--- config.mk ---
export PLATFORM = sky130hd
export DESIGN_NAME = mdio_c45_master
export DESIGN_NICKNAME = d
export VERILOG_FILES = /design/src/rtl/mdio_c45_pkg.sv /design/src/rtl/mdio_c45_clkgen.sv /design/src/rtl/mdio_c45_shifter.sv /design/src/rtl/mdio_c45_regs.sv /design/src/rtl/mdio_c45_master.sv
export SDC_FILE = /design/constraint.sdc
export NUM_CORES = 1
export LEC_CHECK = 0
export BUFFER_PORTS_ARGS = -buffer_cell sky130_fd_sc_hd__clkbuf_2
export CAP_MARGIN = 25
export CORE_MARGIN = 5
export CORE_UTILIZATION = 55
export CTS_BUF_LIST = sky130_fd_sc_hd__clkbuf_2 sky130_fd_sc_hd__clkbuf_4 sky130_fd_sc_hd__clkbuf_8
export DETAILED_ROUTE_END_ITERATION = 8
export GPL_ROUTABILITY_DRIVEN = 0
export GPL_TIMING_DRIVEN = 0
export PLACE_DENSITY = 0.75
export SYNTH_ARGS = -nofsm -noshare
export SYNTH_HDL_FRONTEND = slang
export SYNTH_SLANG_ARGS = --single-unit
--- constraint.sdc ---
create_clock -name clk -period 3.5 [get_ports clk]
set_input_delay 0.7 -clock clk [delete_from_list [all_inputs] [get_ports clk]]
set_output_delay 0.7 -clock clk [all_outputs]
set_load 0.05 [all_outputs]
--- src/rtl/mdio_c45_pkg.sv ---
package mdio_c45_pkg;

    localparam int unsigned FRAME_BITS = 32;

    // control word: trigger bit and required enable pattern
    localparam int unsigned TRIG_BIT   = 3;
    localparam logic [2:0]  ARM_CODE   = 3'b101;

    typedef enum logic [1:0] {
        OP_ADDR  = 2'b00,
        OP_WRITE = 2'b01,
        OP_RINC  = 2'b10,
        OP_READ  = 2'b11
    } mdio_op_e;

    typedef struct packed {
        logic [1:0]  st;
        mdio_op_e    op;
        logic [4:0]  port;
        logic [4:0]  dev;
        logic [1:0]  ta;
        logic [15:0] payload;
    } mdio_frame_t;

endpackage

--- src/rtl/mdio_c45_clkgen.sv ---
module mdio_c45_clkgen #(
    parameter int unsigned CLK_DIV = 50
) (
    input  logic clk,
    input  logic rst_n,
    input  logic run,
    output logic mdc,
    output logic rise_tick,
    output logic fall_tick
);
    localparam int unsigned HALF = CLK_DIV / 2;
    localparam int unsigned CW   = (HALF > 1) ? $clog2(HALF) : 1;
    localparam logic [CW-1:0] LAST = CW'(HALF - 1);

    typedef struct packed {
        logic [CW-1:0] cnt;
        logic          mdc;
    } div_state_t;

    div_state_t st_d, st_q;
    logic       at_end;

    assign at_end = run && (st_q.cnt == LAST);

    always_comb begin
        st_d = st_q;
        if (!run) begin
            st_d.cnt = '0;
            st_d.mdc = 1'b0;
        end else if (at_end) begin
            st_d.cnt = '0;
            st_d.mdc = ~st_q.mdc;
        end else begin
            st_d.cnt = st_q.cnt + 1'b1;
        end
    end

    always_ff @(posedge clk or negedge rst_n) begin
        if (!rst_n) st_q <= '0;
        else        st_q <= st_d;
    end

    assign mdc       = st_q.mdc;
    assign rise_tick = at_end && !st_q.mdc;
    assign fall_tick = at_end &&  st_q.mdc;

endmodule

--- src/rtl/mdio_c45_shifter.sv ---
module mdio_c45_shifter
    import mdio_c45_pkg::*;
#(
    parameter int unsigned PREAMBLE_LEN = 32
) (
    input  logic        clk,
    input  logic        rst_n,
    input  logic        start,
    input  mdio_frame_t frame_in,
    input  logic        rise_tick,
    input  logic        fall_tick,
    input  logic        mdio_i,
    output logic        busy,
    output logic        mdio_o,
    output logic        mdio_oe,
    output logic        frame_end,
    output logic [15:0] rd_data
);
    localparam int unsigned TOTAL = PREAMBLE_LEN + FRAME_BITS;
    localparam int unsigned IW    = $clog2(TOTAL + 1);
    localparam logic [IW-1:0] PRE_W  = IW'(PREAMBLE_LEN);
    localparam logic [IW-1:0] LAST_W = IW'(TOTAL - 1);
    localparam logic [IW-1:0] DATA_W = IW'(PREAMBLE_LEN + 16);
    localparam logic [IW-1:0] REL_P  = IW'(14);

    typedef struct packed {
        logic        busy;
        logic [IW-1:0] idx;
        mdio_frame_t frame;
        logic        is_read;
        logic [15:0] cap;
        logic        mdo;
        logic        oe;
    } shf_state_t;

    shf_state_t st_d, st_q;

    // returns {oe, value} for a bit position of the frame
    function automatic logic [1:0] drive_at(logic [IW-1:0] idx, mdio_frame_t fr, logic rd);
        logic [IW-1:0] p;
        logic [4:0]    bp;
        logic [31:0]   w;
        w  = fr;
        p  = idx - PRE_W;
        bp = 5'd31 - p[4:0];
        if (idx < PRE_W)        return 2'b11;
        if (rd && (p >= REL_P)) return 2'b00;
        return {1'b1, w[bp]};
    endfunction

    always_comb begin
        logic [1:0] drv;
        st_d      = st_q;
        frame_end = 1'b0;
        if (!st_q.busy) begin
            if (start) begin
                st_d.busy    = 1'b1;
                st_d.idx     = '0;
                st_d.frame   = frame_in;
                st_d.is_read = (frame_in.op == OP_READ);
                st_d.cap     = '0;
            end
        end else begin
            if (rise_tick && st_q.is_read && (st_q.idx >= DATA_W)) begin
                st_d.cap = {st_q.cap[14:0], mdio_i};
            end
            if (fall_tick) begin
                if (st_q.idx == LAST_W) begin
                    st_d.busy = 1'b0;
                    frame_end = 1'b1;
                end else begin
                    st_d.idx = st_q.idx + 1'b1;
                end
            end
        end
        if (st_d.busy) drv = drive_at(st_d.idx, st_d.frame, st_d.is_read);
        else           drv = 2'b00;
        st_d.oe  = drv[1];
        st_d.mdo = drv[0];
    end

    always_ff @(posedge clk or negedge rst_n) begin
        if (!rst_n) st_q <= '0;
        else        st_q <= st_d;
    end

    assign busy    = st_q.busy;
    assign mdio_o  = st_q.mdo;
    assign mdio_oe = st_q.oe;
    assign rd_data = st_q.cap;

endmodule

--- src/rtl/mdio_c45_regs.sv ---
module mdio_c45_regs
    import mdio_c45_pkg::*;
#(
    parameter int unsigned AW       = 5,
    parameter int unsigned IDX_CTRL = 'h10,
    parameter int unsigned IDX_CMD  = 'h11,
    parameter int unsigned IDX_STAT = 'h14
) (
    input  logic          clk,
    input  logic          rst_n,
    input  logic          reg_wr,
    input  logic [AW-1:0] reg_addr,
    input  logic [31:0]   reg_wdata,
    output logic [31:0]   reg_rdata,
    input  logic          busy,
    input  logic          frame_end,
    input  logic [15:0]   rd_data,
    output logic          start_req,
    output mdio_frame_t   cmd
);
    localparam logic [AW-1:0] A_CTRL = AW'(IDX_CTRL);
    localparam logic [AW-1:0] A_CMD  = AW'(IDX_CMD);
    localparam logic [AW-1:0] A_STAT = AW'(IDX_STAT);

    typedef struct packed {
        mdio_frame_t cmd;
        logic [31:0] ctrl;
    } reg_state_t;

    reg_state_t st_d, st_q;
    logic       wr_ctrl, wr_cmd;

    assign wr_ctrl = reg_wr && (reg_addr == A_CTRL);
    assign wr_cmd  = reg_wr && (reg_addr == A_CMD);

    // trigger: bit goes 0 -> 1 with the arm pattern present
    assign start_req = wr_ctrl && reg_wdata[TRIG_BIT] && !st_q.ctrl[TRIG_BIT]
                       && (reg_wdata[2:0] == ARM_CODE);

    always_comb begin
        st_d = st_q;
        if (wr_ctrl) st_d.ctrl = reg_wdata;
        if (wr_cmd && !busy) st_d.cmd = mdio_frame_t'(reg_wdata);
        if (frame_end && (st_q.cmd.op == OP_READ)) st_d.cmd.payload = rd_data;
    end

    always_ff @(posedge clk or negedge rst_n) begin
        if (!rst_n) st_q <= '0;
        else        st_q <= st_d;
    end

    always_comb begin
        unique case (reg_addr)
            A_CTRL:  reg_rdata = st_q.ctrl;
            A_CMD:   reg_rdata = st_q.cmd;
            A_STAT:  reg_rdata = {31'd0, busy};
            default: reg_rdata = '0;
        endcase
    end

    assign cmd = st_q.cmd;

endmodule

--- src/rtl/mdio_c45_master.sv ---
module mdio_c45_master
    import mdio_c45_pkg::*;
#(
    parameter int unsigned CLK_DIV      = 50,
    parameter int unsigned PREAMBLE_LEN = 32,
    parameter int unsigned AW           = 5,
    parameter int unsigned IDX_CTRL     = 'h10,
    parameter int unsigned IDX_CMD      = 'h11,
    parameter int unsigned IDX_STAT     = 'h14
) (
    input  logic          clk,
    input  logic          rst_n,
    input  logic          reg_wr,
    input  logic [AW-1:0] reg_addr,
    input  logic [31:0]   reg_wdata,
    output logic [31:0]   reg_rdata,
    output logic          mdc,
    output logic          mdio_o,
    output logic          mdio_oe,
    input  logic          mdio_i
);
    logic        busy_w;
    logic        start_w;
    logic        frame_end_w;
    logic        rise_w, fall_w;
    logic [15:0] cap_w;
    mdio_frame_t cmd_w;

    mdio_c45_regs #(
        .AW(AW), .IDX_CTRL(IDX_CTRL), .IDX_CMD(IDX_CMD), .IDX_STAT(IDX_STAT)
    ) u_regs (
        .clk       (clk),
        .rst_n     (rst_n),
        .reg_wr    (reg_wr),
        .reg_addr  (reg_addr),
        .reg_wdata (reg_wdata),
        .reg_rdata (reg_rdata),
        .busy      (busy_w),
        .frame_end (frame_end_w),
        .rd_data   (cap_w),
        .start_req (start_w),
        .cmd       (cmd_w)
    );

    mdio_c45_clkgen #(.CLK_DIV(CLK_DIV)) u_clkgen (
        .clk       (clk),
        .rst_n     (rst_n),
        .run       (busy_w),
        .mdc       (mdc),
        .rise_tick (rise_w),
        .fall_tick (fall_w)
    );

    mdio_c45_shifter #(.PREAMBLE_LEN(PREAMBLE_LEN)) u_shifter (
        .clk       (clk),
        .rst_n     (rst_n),
        .start     (start_w),
        .frame_in  (cmd_w),
        .rise_tick (rise_w),
        .fall_tick (fall_w),
        .mdio_i    (mdio_i),
        .busy      (busy_w),
        .mdio_o    (mdio_o),
        .mdio_oe   (mdio_oe),
        .frame_end (frame_end_w),
        .rd_data   (cap_w)
    );

endmodule

==> results.md, run 1 <==
- Status: complete, no violations
- Clock sink count: 129
- Endpoints failing setup: 0
- Net count reported at finish: 712
- Required time worst endpoint: ~2800 ps
- Number of buffer cells added on primary ports: 74
- Dpl ws: ~150 ps
- Yosys cell types: 56
- Violation count after the first detailed-routing iteration: about 330
- Worst Path Buf+Inv: 4
- Most repeated cell in the gate-level netlist after synthesis: dfrtp_1
- HPWL after detailed placement: between 10 and 15 mm
- Clock-pin transition on the worst setup and hold timing paths: roughly 70 ps
- Part of the total power dissipated in the clock network: about two fifths
- Source of the worst register-to-register timing path: u_shifter.st_q[52]$_DFF_PN0_
- Sequential element share of the synthesized area: 51.4%
- Launching element type of the critical path: input port
- Static leakage power: 3.52 nW
- Via total after detailed routing: between 4000 and 5000
- Die Ht: 117 um
- Post-synth EDFFs: 0
- Post-CTS setup buffer count: 0
- Library cell with the largest summed area after synthesis: dfrtp_1
- Top-level I/O count: between 70 and 80
- Syn. warnings: 0
- Clock Root Buffer: clkbuf_8
- Final setup slack of the worst path: roughly 280 ps
- Starting density of the core: about 55%
- Relative max-transition margin: roughly 36%
- Post-synthesis sequential element count: around 130
- Gate Count Post-Synth: ~570
- Wire length of the first global-routing pass: around 24 mm
- Crit share post-route: slightly above 90%
- Share of the synthesized area in the top cell type: 51.4%
- Total power per unit cell area: 488 nW/um^2
- Synthesized net count: around 600
- Die footprint: approximately 14000 sq um
- Via-to-Cell Ratio: 5.74
- Top cells by count, synth: dfrtp_1 (129), nand2_1 (82), mux2_2 (71)
- Combinational group share of total power: between 10% and 20%
- TritonCTS clock tree: yes
- Net Switching: roughly 880 uW
- Number of nets with antenna violations after detailed routing: 0
- Stage delay of the slowest cell on the critical path: between 500 and 600 ps
- Total routing resource utilization after global routing: 23.3%
- Biggest fanout along the worst timing path: 10
- Worst hold margin: 207 ps
- Type of the worst setup path: input port to primary output
- Count of hold buffers inserted by post-cts repair: 0
- DP Cell Count: 791
- Proportion of layout cells with a drive suffix above 1: 29.7%
- Final worst clock skew: slightly below 10 ps
- Per-cell routed wire length: between 15 and 20 um
- Highest achievable clock rate: 310 MHz
- Depth of the worst register-to-register path: 11
- CTS H-tree depth: 4
- Critical-path top delay cell: nor3b_2
- Post-CTS sizing: 0
- Cell Chain, Critical Path: clkbuf_2, nor3b_2, nand2b_1, clkbuf_1, clkbuf_1, nor2_1, clkbuf_2
- First-pass DRT Iterations: 7
- Pins Over Slew Limit: 0
- Switching share of total power: 24.8%
- Detailed-route wire length: between 10 and 15 mm
- Top cells by area, synth: dfrtp_1 (51%), mux2_2 (13%), mux2i_1 (10%)
- Number of buffers added by the clock tree synthesis step: 17
- Largest voltage drop on the vdd net: between 0.3 and 0.4 mV
- Synth Cell Area: ~6300 sq um
- Aggregate negative setup slack: 0 ps
- Cell class contributing the biggest share of worst-path delay: buffers and inverters
- Post-Layout Cell Count: just over 800
- Core Area: 11300 sq um
- Endpoints failing hold: 0
- Capturing element type of the critical path: primary output
- Arrival time at the worst endpoint: between 2000 and 3000 ps
- Unrepaired setup endpoints after global routing: false
- Register share of total power: 50.2%
- Post-route minimum period: between 3000 and 4000 ps
- Clock network latency to the later pin of the worst-skew pair: ~430 ps
- Actual slew at the worst max-slew pin: slightly below 1000 ps
- Num rows: 39
- X dimension of the die: 117 um
- Area Overhead vs Synth: 16.3%
- Number of antenna violations at the first check in global routing: 0
- Internal power component: between 2 and 3 mW
- Setup slack on the worst flop-to-flop path: approximately 630 ps
- Number of max-capacitance violations reported: 0
- Count of inserted antenna diode cells: 0
- Worst hold-check path type: input port to asynchronous set/reset pin
- Global route overflow: 0
- Number of buffers on the longest clock path: 2
- Async set-reset flop share out of synthesis: 100%
- Pin count of the biggest net entering global routing: 85
- Average size of a mapped cell: about 11 sq um
- Vias in the first global route: 4791
- DRC: 0
- Top flip-flop cell by instance count after synthesis: dfrtp_1
- Capture point of the worst reg-to-reg path: u_shifter.mdio_o$_DFF_PN0_
[worst register-to-register path: stages, from the launching register on]
cell and delay [ps]:
dfrtp_1 390, ha_1 220, nand4b_1 250, o2111a_2 410, a31oi_4 320, inv_4 110
buf_6 160, a211oi_1 240, mux2i_1 110, mux2_2 290, o22ai_2 190, a211oi_2 60
[layout by cell type, fill, tap and decap left out, drive strengths merged, types with 2 or more instances in the layout]
| master | instances |
|---|---|
| a211o | 2 |
| a211oi | 6 |
| a21oi | 23 |
| a311oi | 4 |
| a31oi | 3 |
| and2 | 5 |
| buf | 14 |
| bufinv | 3 |
| clkbuf | 118 |
| clkinv | 2 |
| dfrtp | 129 |
| ha | 4 |
| inv | 21 |
| mux2 | 71 |
| mux2i | 63 |
| nand2 | 82 |
| nand2b | 6 |
| nand3 | 4 |
| nand4 | 3 |
| nand4b | 2 |
| nor2 | 54 |
| nor3 | 3 |
| nor3b | 3 |
| o211ai | 2 |
| o21ai | 27 |
| o22ai | 3 |
| xnor2 | 3 |
[layout make-up]
type,instances,area [sq um]
fill,917,4020
timing repair buffer,76,417
tap,143,179
inverter,21,81.3
clock buffer,26,327
clock inverter,5,100
sequential,129,3230
multi-input combinational,391,2820
buffer,31,144
[layer usage]
metal,part of all wire [%],track usage [%]
met1,42,30.6
met2,48,36.9
met3,6.4,5.60
met4,3.0,10.4
met5,0,0
[worst max-delay path by stage]
stage	slack, ps	start	cells after the start	end
after CTS	300	reg_addr[4]	7	reg_rdata[8]
after floorplan	640	reg_addr[3]	5	reg_rdata[10]
final	280	reg_addr[3]	7	reg_rdata[8]
after global routing	180	reg_addr[4]	7	reg_rdata[8]
after global placement	-230	rst_n	1	u_clkgen.st_q[4]$_DFF_PN0_
after detailed placement	150	reg_addr[4]	7	u_regs.cmd[20]$_DFFE_PN0P_
[kinds of logic (layout without fill, tap and decap cells)]
group                    count (synthesis)  in the layout  synth area share, %
XOR/XNOR                                 3              3                0.419
adder cells (fa/ha/maj)                  4              4                0.797
AND/OR/NAND/NOR                        169            169                 12.4
buffers and inverters                   52            159                 3.59
AO/OA/AOI/OAI                           81             81                 8.57
multiplexers                           134            134                 22.8
flip-flops                             129            129                 51.4
[registers in the layout, indices dropped and copies added (netlist names)]
signal             flops
u_clkgen.st_q          5
u_shifter.mdio_oe      1
u_shifter.rd_data     16
u_shifter.busy         1
u_clkgen.mdc           1
u_shifter.st_q        40
u_regs.st_q           32
u_regs.cmd            32
u_shifter.mdio_o       1
[stage by stage]
stage / power [mW] / area, sq um / utilization [%]
after floorplan: 2.07 / 6280 / -
after global placement: 2.20 / 6830 / 60.3
after detailed placement: 2.23 / 6870 / 60.7
after CTS: 3.58 / 7300 / 64.5
after global routing: 3.72 / 7300 / 64.5
final: 3.57 / 7300 / 64.5
[power groups by stage]
stage	Combinational [mW]	Clock (mW)	Sequential [mW]
4_1_cts	0.421	1.38	1.79
6_report	0.416	1.36	1.79
2_1_floorplan	0.298	0	1.77
5_1_grt	0.462	1.45	1.81
3_3_place_gp	0.396	0	1.80
3_5_place_dp	0.418	0	1.81
Power figures use the tool's default switching activity.
==> run 2, diff against run 1 <==
--- a/config.mk
+++ b/config.mk
@@ -8,12 +8,13 @@
 export BUFFER_PORTS_ARGS = -buffer_cell sky130_fd_sc_hd__clkbuf_2
 export CAP_MARGIN = 25
 export CORE_MARGIN = 5
-export CORE_UTILIZATION = 55
+export CORE_UTILIZATION = 32
 export CTS_BUF_LIST = sky130_fd_sc_hd__clkbuf_2 sky130_fd_sc_hd__clkbuf_4 sky130_fd_sc_hd__clkbuf_8
 export DETAILED_ROUTE_END_ITERATION = 8
 export GPL_ROUTABILITY_DRIVEN = 0
 export GPL_TIMING_DRIVEN = 0
-export PLACE_DENSITY = 0.75
+export PLACE_DENSITY = 0.48
 export SYNTH_ARGS = -nofsm -noshare
 export SYNTH_HDL_FRONTEND = slang
 export SYNTH_SLANG_ARGS = --single-unit
+export TNS_END_PERCENT = 30
==> run 2 against run 1 <==
  * Via count decreased by 2.8%
  * Non-clock buffer count unchanged
  * Register-to-register slack is essentially flat
  * Setup slack got worse by 31 ps
  * Hold slack worse by 29 ps
  * Utilization down 26 points
  * Sequential power is essentially flat
  * Combinational power about the same
  * Sequential share of layout area shrank 1.0 points
  * Highest routed layer unchanged
  * Largest cell class unchanged
  * Flip-flop and latch count is the same
==> results.md, run 2 (synthesis gave the netlist of run 1 again) <==
- Static leakage power: 3.52 nW
- Die Ht: between 150 and 200 um
- Post-Layout Cell Count: 945
- Pins Over Slew Limit: 0
- Unrepaired setup endpoints after global routing: false
- Post-route minimum period: 3250 ps
- Leading cell type in the layout, fill and taps excluded: dfrtp_1
- Num rows: about 50
- Commonest cells after routing, fill and taps aside: dfrtp_1 (129), nand2_1 (82), clkbuf_2 (73)
- Crit share post-route: 93.0%
- Power, Total: roughly 3.6 mW
- Via-to-Cell Ratio: about 4.9
- Post-CTS sizing: 0
- Top-level I/O count: 76
- X dimension of the die: around 150 um
- Number of max-capacitance violations reported: 0
- Pin count of the biggest net entering global routing: 87
- Via total after detailed routing: 4584
- Number of flip-flops under the largest register name: 40
- Violation count after the first detailed-routing iteration: about 200
- Biggest fanout along the worst timing path: 10
- Number of buffers added by the clock tree synthesis step: 17
- Endpoints failing hold: 0
- Largest voltage drop on the vdd net: about 0.31 mV
- Number of buffer cells added on primary ports: 74
- Wire length of the first global-routing pass: between 20 and 30 mm
- Net count reported at finish: 712
- Clock Root Buffer: clkbuf_8
- Clock network latency to the later pin of the worst-skew pair: between 400 and 500 ps
- Actual slew at the worst max-slew pin: 1040 ps
- Per-cell routed wire length: 17.6 um
- Status: complete, no violations
- Number of antenna violations at the first check in global routing: 0
- Proportion of layout cells with a drive suffix above 1: between 20% and 30%
- DRC: 0
- Arrival time at the worst endpoint: about 2600 ps
- Capturing element type of the critical path: primary output
- Number of buffers on the longest clock path: 2
- Clock-pin transition on the worst setup and hold timing paths: roughly 80 ps
- TritonCTS clock tree: yes
- Starting density of the core: approximately 32%
- DP Cell Count: 913
- Layout Cell Area excl Fill: between 7000 and 8000 sq um
- Final Util: 38.5%
- Total routing resource utilization after global routing: around 16%
- Launching element type of the critical path: input port
- Worst hold-check path type: input port to asynchronous set/reset pin
- Count of inserted antenna diode cells: 0
- Area Overhead vs Synth: 19.1%
- Clock sink count: approximately 130
- First-pass DRT Iterations: 6
- CTS H-tree depth: 4
- Required time worst endpoint: 2800 ps
- Total power per unit cell area: ~490 nW/um^2
- Type of the worst setup path: input port to primary output
- HPWL after detailed placement: 12.0 mm
- Detailed-route wire length: between 15 and 20 mm
- Count of hold buffers inserted by post-cts repair: 0
- Area after detailed placement: between 7000 and 8000 sq um
- Global route overflow: 0
- Endpoints failing setup: 0
- Fill count: 1948
- Relative max-transition margin: 30.6%
- Post-CTS setup buffer count: 0
- Number of nets with antenna violations after detailed routing: 0
- Final worst clock skew: ~12 ps
- Core Area: between 15000 and 20000 sq um
- Vias in the first global route: 4855
- Highest achievable clock rate: ~310 MHz
- Die footprint: 22500 sq um
- Register containing the most flip-flops in the final layout: u_shifter.st_q
-- run 2: critical path, cell delays in order --
cell and delay, ps:
clkbuf_2 80, nor3b_2 510, nand2b_1 140, clkbuf_1 180, clkbuf_1 350, nor2_1 270, clkbuf_2 310
-- run 2: cell type report --
class / instances / area, sq um / share of cell area (%)
Tap cell: 265 / 332 / 4.44
Clock buffer: 23 / 292 / 3.90
Buffer: 31 / 144 / 1.93
Inverter: 21 / 81.3 / 1.09
Multi-Input combinational cell: 391 / 2820 / 37.8
Clock inverter: 9 / 155 / 2.08
Timing Repair Buffer: 76 / 417 / 5.58
Sequential cell: 129 / 3230 / 43.2
-- run 2: worst paths after layout --
check / from / end / slack, ps / cells after the start
setup / recovery: reg_addr[3] / reg_rdata[8] / 250 / 7
hold / removal: rst_n / u_regs.st_q[15]$_DFFE_PN0N_ / 180 / 1
setup reg to reg: u_clkgen.st_q[1]$_DFF_PN0_ / u_shifter.mdio_o$_DFF_PN0_ / 630 / 12
hold reg to reg: u_shifter.st_q[35]$_DFF_PN0_ / u_shifter.st_q[35]$_DFF_PN0_ / 470 / 2
max in group asynchronous: rst_n / u_regs.cmd[22]$_DFFE_PN0P_ / 2560 / 2
min in group clk: u_shifter.st_q[35]$_DFF_PN0_ / u_shifter.st_q[35]$_DFF_PN0_ / 470 / 2
-- run 2: through the flow --
step | hold WS [ps] | worst slack [ps] | TNS, ps
global route | 176 | 108 | 0
finish | 178 | 246 | 0
global placement | 448 | -435 | -54860
detailed placement | 453 | 2.76 | 0
CTS | 175 | 195 | 0
floorplan | 404 | 642 | 0
-- run 2: power by group --
| group | internal, mW | total, mW | switching (mW) | leakage (nW) |
|---|---|---|---|---|
| combinational | 0.204 | 0.413 | 0.209 | 1.72 |
| clock | 0.846 | 1.44 | 0.592 | 0.228 |
| sequential | 1.66 | 1.79 | 0.128 | 1.58 |
-- run 2: routing by layer --
layer | GRT usage (%) | vias up | wire (um)
met5 | 0 | - | 0
met4 | 4.48 | 0 | 248
met3 | 3.97 | 18 | 608
met2 | 25.3 | 103 | 8040
met1 | 20.8 | 2276 | 7730
li1 | - | 2187 | -
==> run 3, diff against run 2 <==
--- a/config.mk
+++ b/config.mk
@@ -8,12 +8,12 @@
 export BUFFER_PORTS_ARGS = -buffer_cell sky130_fd_sc_hd__clkbuf_2
 export CAP_MARGIN = 25
 export CORE_MARGIN = 5
-export CORE_UTILIZATION = 32
+export CORE_UTILIZATION = 50
 export CTS_BUF_LIST = sky130_fd_sc_hd__clkbuf_2 sky130_fd_sc_hd__clkbuf_4 sky130_fd_sc_hd__clkbuf_8
 export DETAILED_ROUTE_END_ITERATION = 8
 export GPL_ROUTABILITY_DRIVEN = 0
 export GPL_TIMING_DRIVEN = 0
-export PLACE_DENSITY = 0.48
+export PLACE_DENSITY = 0.69
 export SYNTH_ARGS = -nofsm -noshare
 export SYNTH_HDL_FRONTEND = slang
 export SYNTH_SLANG_ARGS = --single-unit
==> run 3 against run 2 <==
  * Clock-buffer cell count grew 4
  * Global-route usage grew 5.9 points
  * Flip-flop and latch count did not move
  * Sequential share of layout area grew 0.83 points
  * Register-to-register slack improved by 30 ps
  * Maximum frequency rose by 1.4%
  * First-iteration DRC count is 43% higher
  * Clock power fell by 6%
  * Critical path depth is the same
  * Critical path type unchanged
  * Largest power group unchanged
==> results.md, run 3 (synthesis gave the netlist of run 1 again) <==
- Via-to-Cell Ratio: about 5.4
- Number of max-capacitance violations reported: 0
- Power, Total: 3.55 mW
- First-pass DRT Iterations: 5
- Internal power component: 2.65 mW
- Pin count of the biggest net entering global routing: 109
- Net Switching: approximately 900 uW
- Per-cell routed wire length: approximately 18 um
- Switching share of total power: between 20% and 30%
- Number of flip-flops under the largest register name: 40
- Area after detailed placement: approximately 7000 sq um
- Pins Over Slew Limit: 0
- Top-level I/O count: 76
- Cell class contributing the biggest share of worst-path delay: buffers and inverters
- CTS H-tree depth: 4
- Endpoints failing hold: 0
- Number of antenna violations at the first check in global routing: 0
- Required time worst endpoint: 2800 ps
- Arrival time at the worst endpoint: 2510 ps
- TritonCTS clock tree: yes
- DP Cell Count: 820
- Biggest fanout along the worst timing path: 10
- Detailed-route wire length: 15.1 mm
- Count of hold buffers inserted by post-cts repair: 0
- Stage delay of the slowest cell on the critical path: 490 ps
- Part of the total power dissipated in the clock network: a little under two fifths
- DRC: 0
- Commonest cells after routing, fill and taps aside: dfrtp_1 (129), nand2_1 (82), clkbuf_2 (73)
- Post-CTS setup buffer count: 0
- Starting density of the core: around half
- Critical-path top delay cell: nor3b_2
- Launching element type of the critical path: input port
- Static leakage power: approximately 3.5 nW
- Final worst clock skew: roughly 12 ps
- Endpoints failing setup: 0
- Aggregate negative setup slack: 0 ps
- Vias in the first global route: between 4000 and 5000
- Layout Cell Area excl Fill: approximately 7300 sq um
- Core Area: around 12000 sq um
- Cell Chain, Critical Path: clkbuf_2, nor3b_2, nand2b_1, clkbuf_1, clkbuf_1, nor2_1, clkbuf_2
- Violation count after the first detailed-routing iteration: between 200 and 300
- Clock network latency to the later pin of the worst-skew pair: between 400 and 500 ps
- Unrepaired setup endpoints after global routing: false
- Relative max-transition margin: 36.4%
- Proportion of layout cells with a drive suffix above 1: 29.7%
- Number of buffers added by the clock tree synthesis step: 17
- Status: complete, no violations
- Post-Layout Cell Count: approximately 850
- Count of inserted antenna diode cells: 0
- Clock sink count: approximately 130
- X dimension of the die: roughly 120 um
- Register share of total power: a little over 50%
- Post-CTS sizing: 0
- Number of buffers on the longest clock path: 2
- Worst hold-check path type: input port to asynchronous set/reset pin
- Num rows: 41
- Crit share post-route: 91.7%
- Via total after detailed routing: between 4000 and 5000
- Total routing resource utilization after global routing: between 20% and 30%
- Largest voltage drop on the vdd net: roughly 0.35 mV
- Type of the worst setup path: input port to primary output
- Area Overhead vs Synth: 16.8%
- Die footprint: ~15000 sq um
- Actual slew at the worst max-slew pin: between 900 and 1000 ps
- Die Ht: 122 um
- Final setup slack of the worst path: around 290 ps
- Capturing element type of the critical path: primary output
- Combinational group share of total power: a little under an eighth
- Number of nets with antenna violations after detailed routing: 0
- Clock-pin transition on the worst setup and hold timing paths: roughly 70 ps
- Final Util: roughly three fifths
- Number of buffer cells added on primary ports: 74
- Clock Root Buffer: clkbuf_8
- Total power per unit cell area: around 480 nW/um^2
- Worst Path Buf+Inv: 4
- Worst hold margin: around 110 ps
- Highest achievable clock rate: around 310 MHz
- Global route overflow: 0
- Wire length of the first global-routing pass: roughly 24 mm
- Leading cell type in the layout, fill and taps excluded: dfrtp_1
- Net count reported at finish: 712
- Dpl ws: between 90 and 100 ps
- Post-route minimum period: 3210 ps
- HPWL after detailed placement: 10.9 mm
- Register containing the most flip-flops in the final layout: u_shifter.st_q
## run 3: changes by cell type in the layout (fill, tap and decap cells not counted), sizes merged
cell	change
clkbuf	+4
bufinv	-2
clkinv	-2
clkinvlp	-1
## run 3: area by class of cell
class	instances	area [sq um]
inverters	21	81.3
clock inverters	4	70.1
repair buffers	76	417
multi-input cells	391	2820
clock buffers	27	353
fillers	1077	5130
well taps	172	215
flip-flops and latches	129	3230
plain buffers	31	144
## run 3: per-layer routing
layer | wire length, um | global-route usage [%] | up-vias
li1 | - | - | 2181
met1 | 6950 | 29.1 | 2281
met2 | 7250 | 33.7 | 104
met3 | 535 | 5.15 | 25
met4 | 359 | 8.40 | 0
met5 | 0 | 0 | -
## run 3: path summary, 6_finish.rpt
path | endpoint | cells after the start | slack [ps] | from
hold reg to reg | u_shifter.st_q[47]$_DFF_PN0_ | 2 | 470 | u_shifter.st_q[47]$_DFF_PN0_
max in group asynchronous | u_regs.st_q[21]$_DFFE_PN0N_ | 2 | 2610 | rst_n
min in group clk | u_shifter.rd_data[0]$_DFFE_PN0P_ | 3 | 470 | mdio_i
setup reg to reg | u_shifter.mdio_o$_DFF_PN0_ | 12 | 660 | u_clkgen.st_q[1]$_DFF_PN0_
setup / recovery | reg_rdata[12] | 7 | 290 | reg_addr[3]
hold / removal | u_regs.st_q[10]$_DFFE_PN0N_ | 1 | 110 | rst_n
## run 3: power groups by stage
stage               Clock [mW]  Sequential (mW)  Combinational, mW
finish                    1.35             1.79              0.414
CTS                       1.37             1.79              0.419
floorplan                    0             1.77              0.298
global placement             0             1.80              0.398
detailed placement           0             1.81              0.418
global route              1.44             1.81              0.460
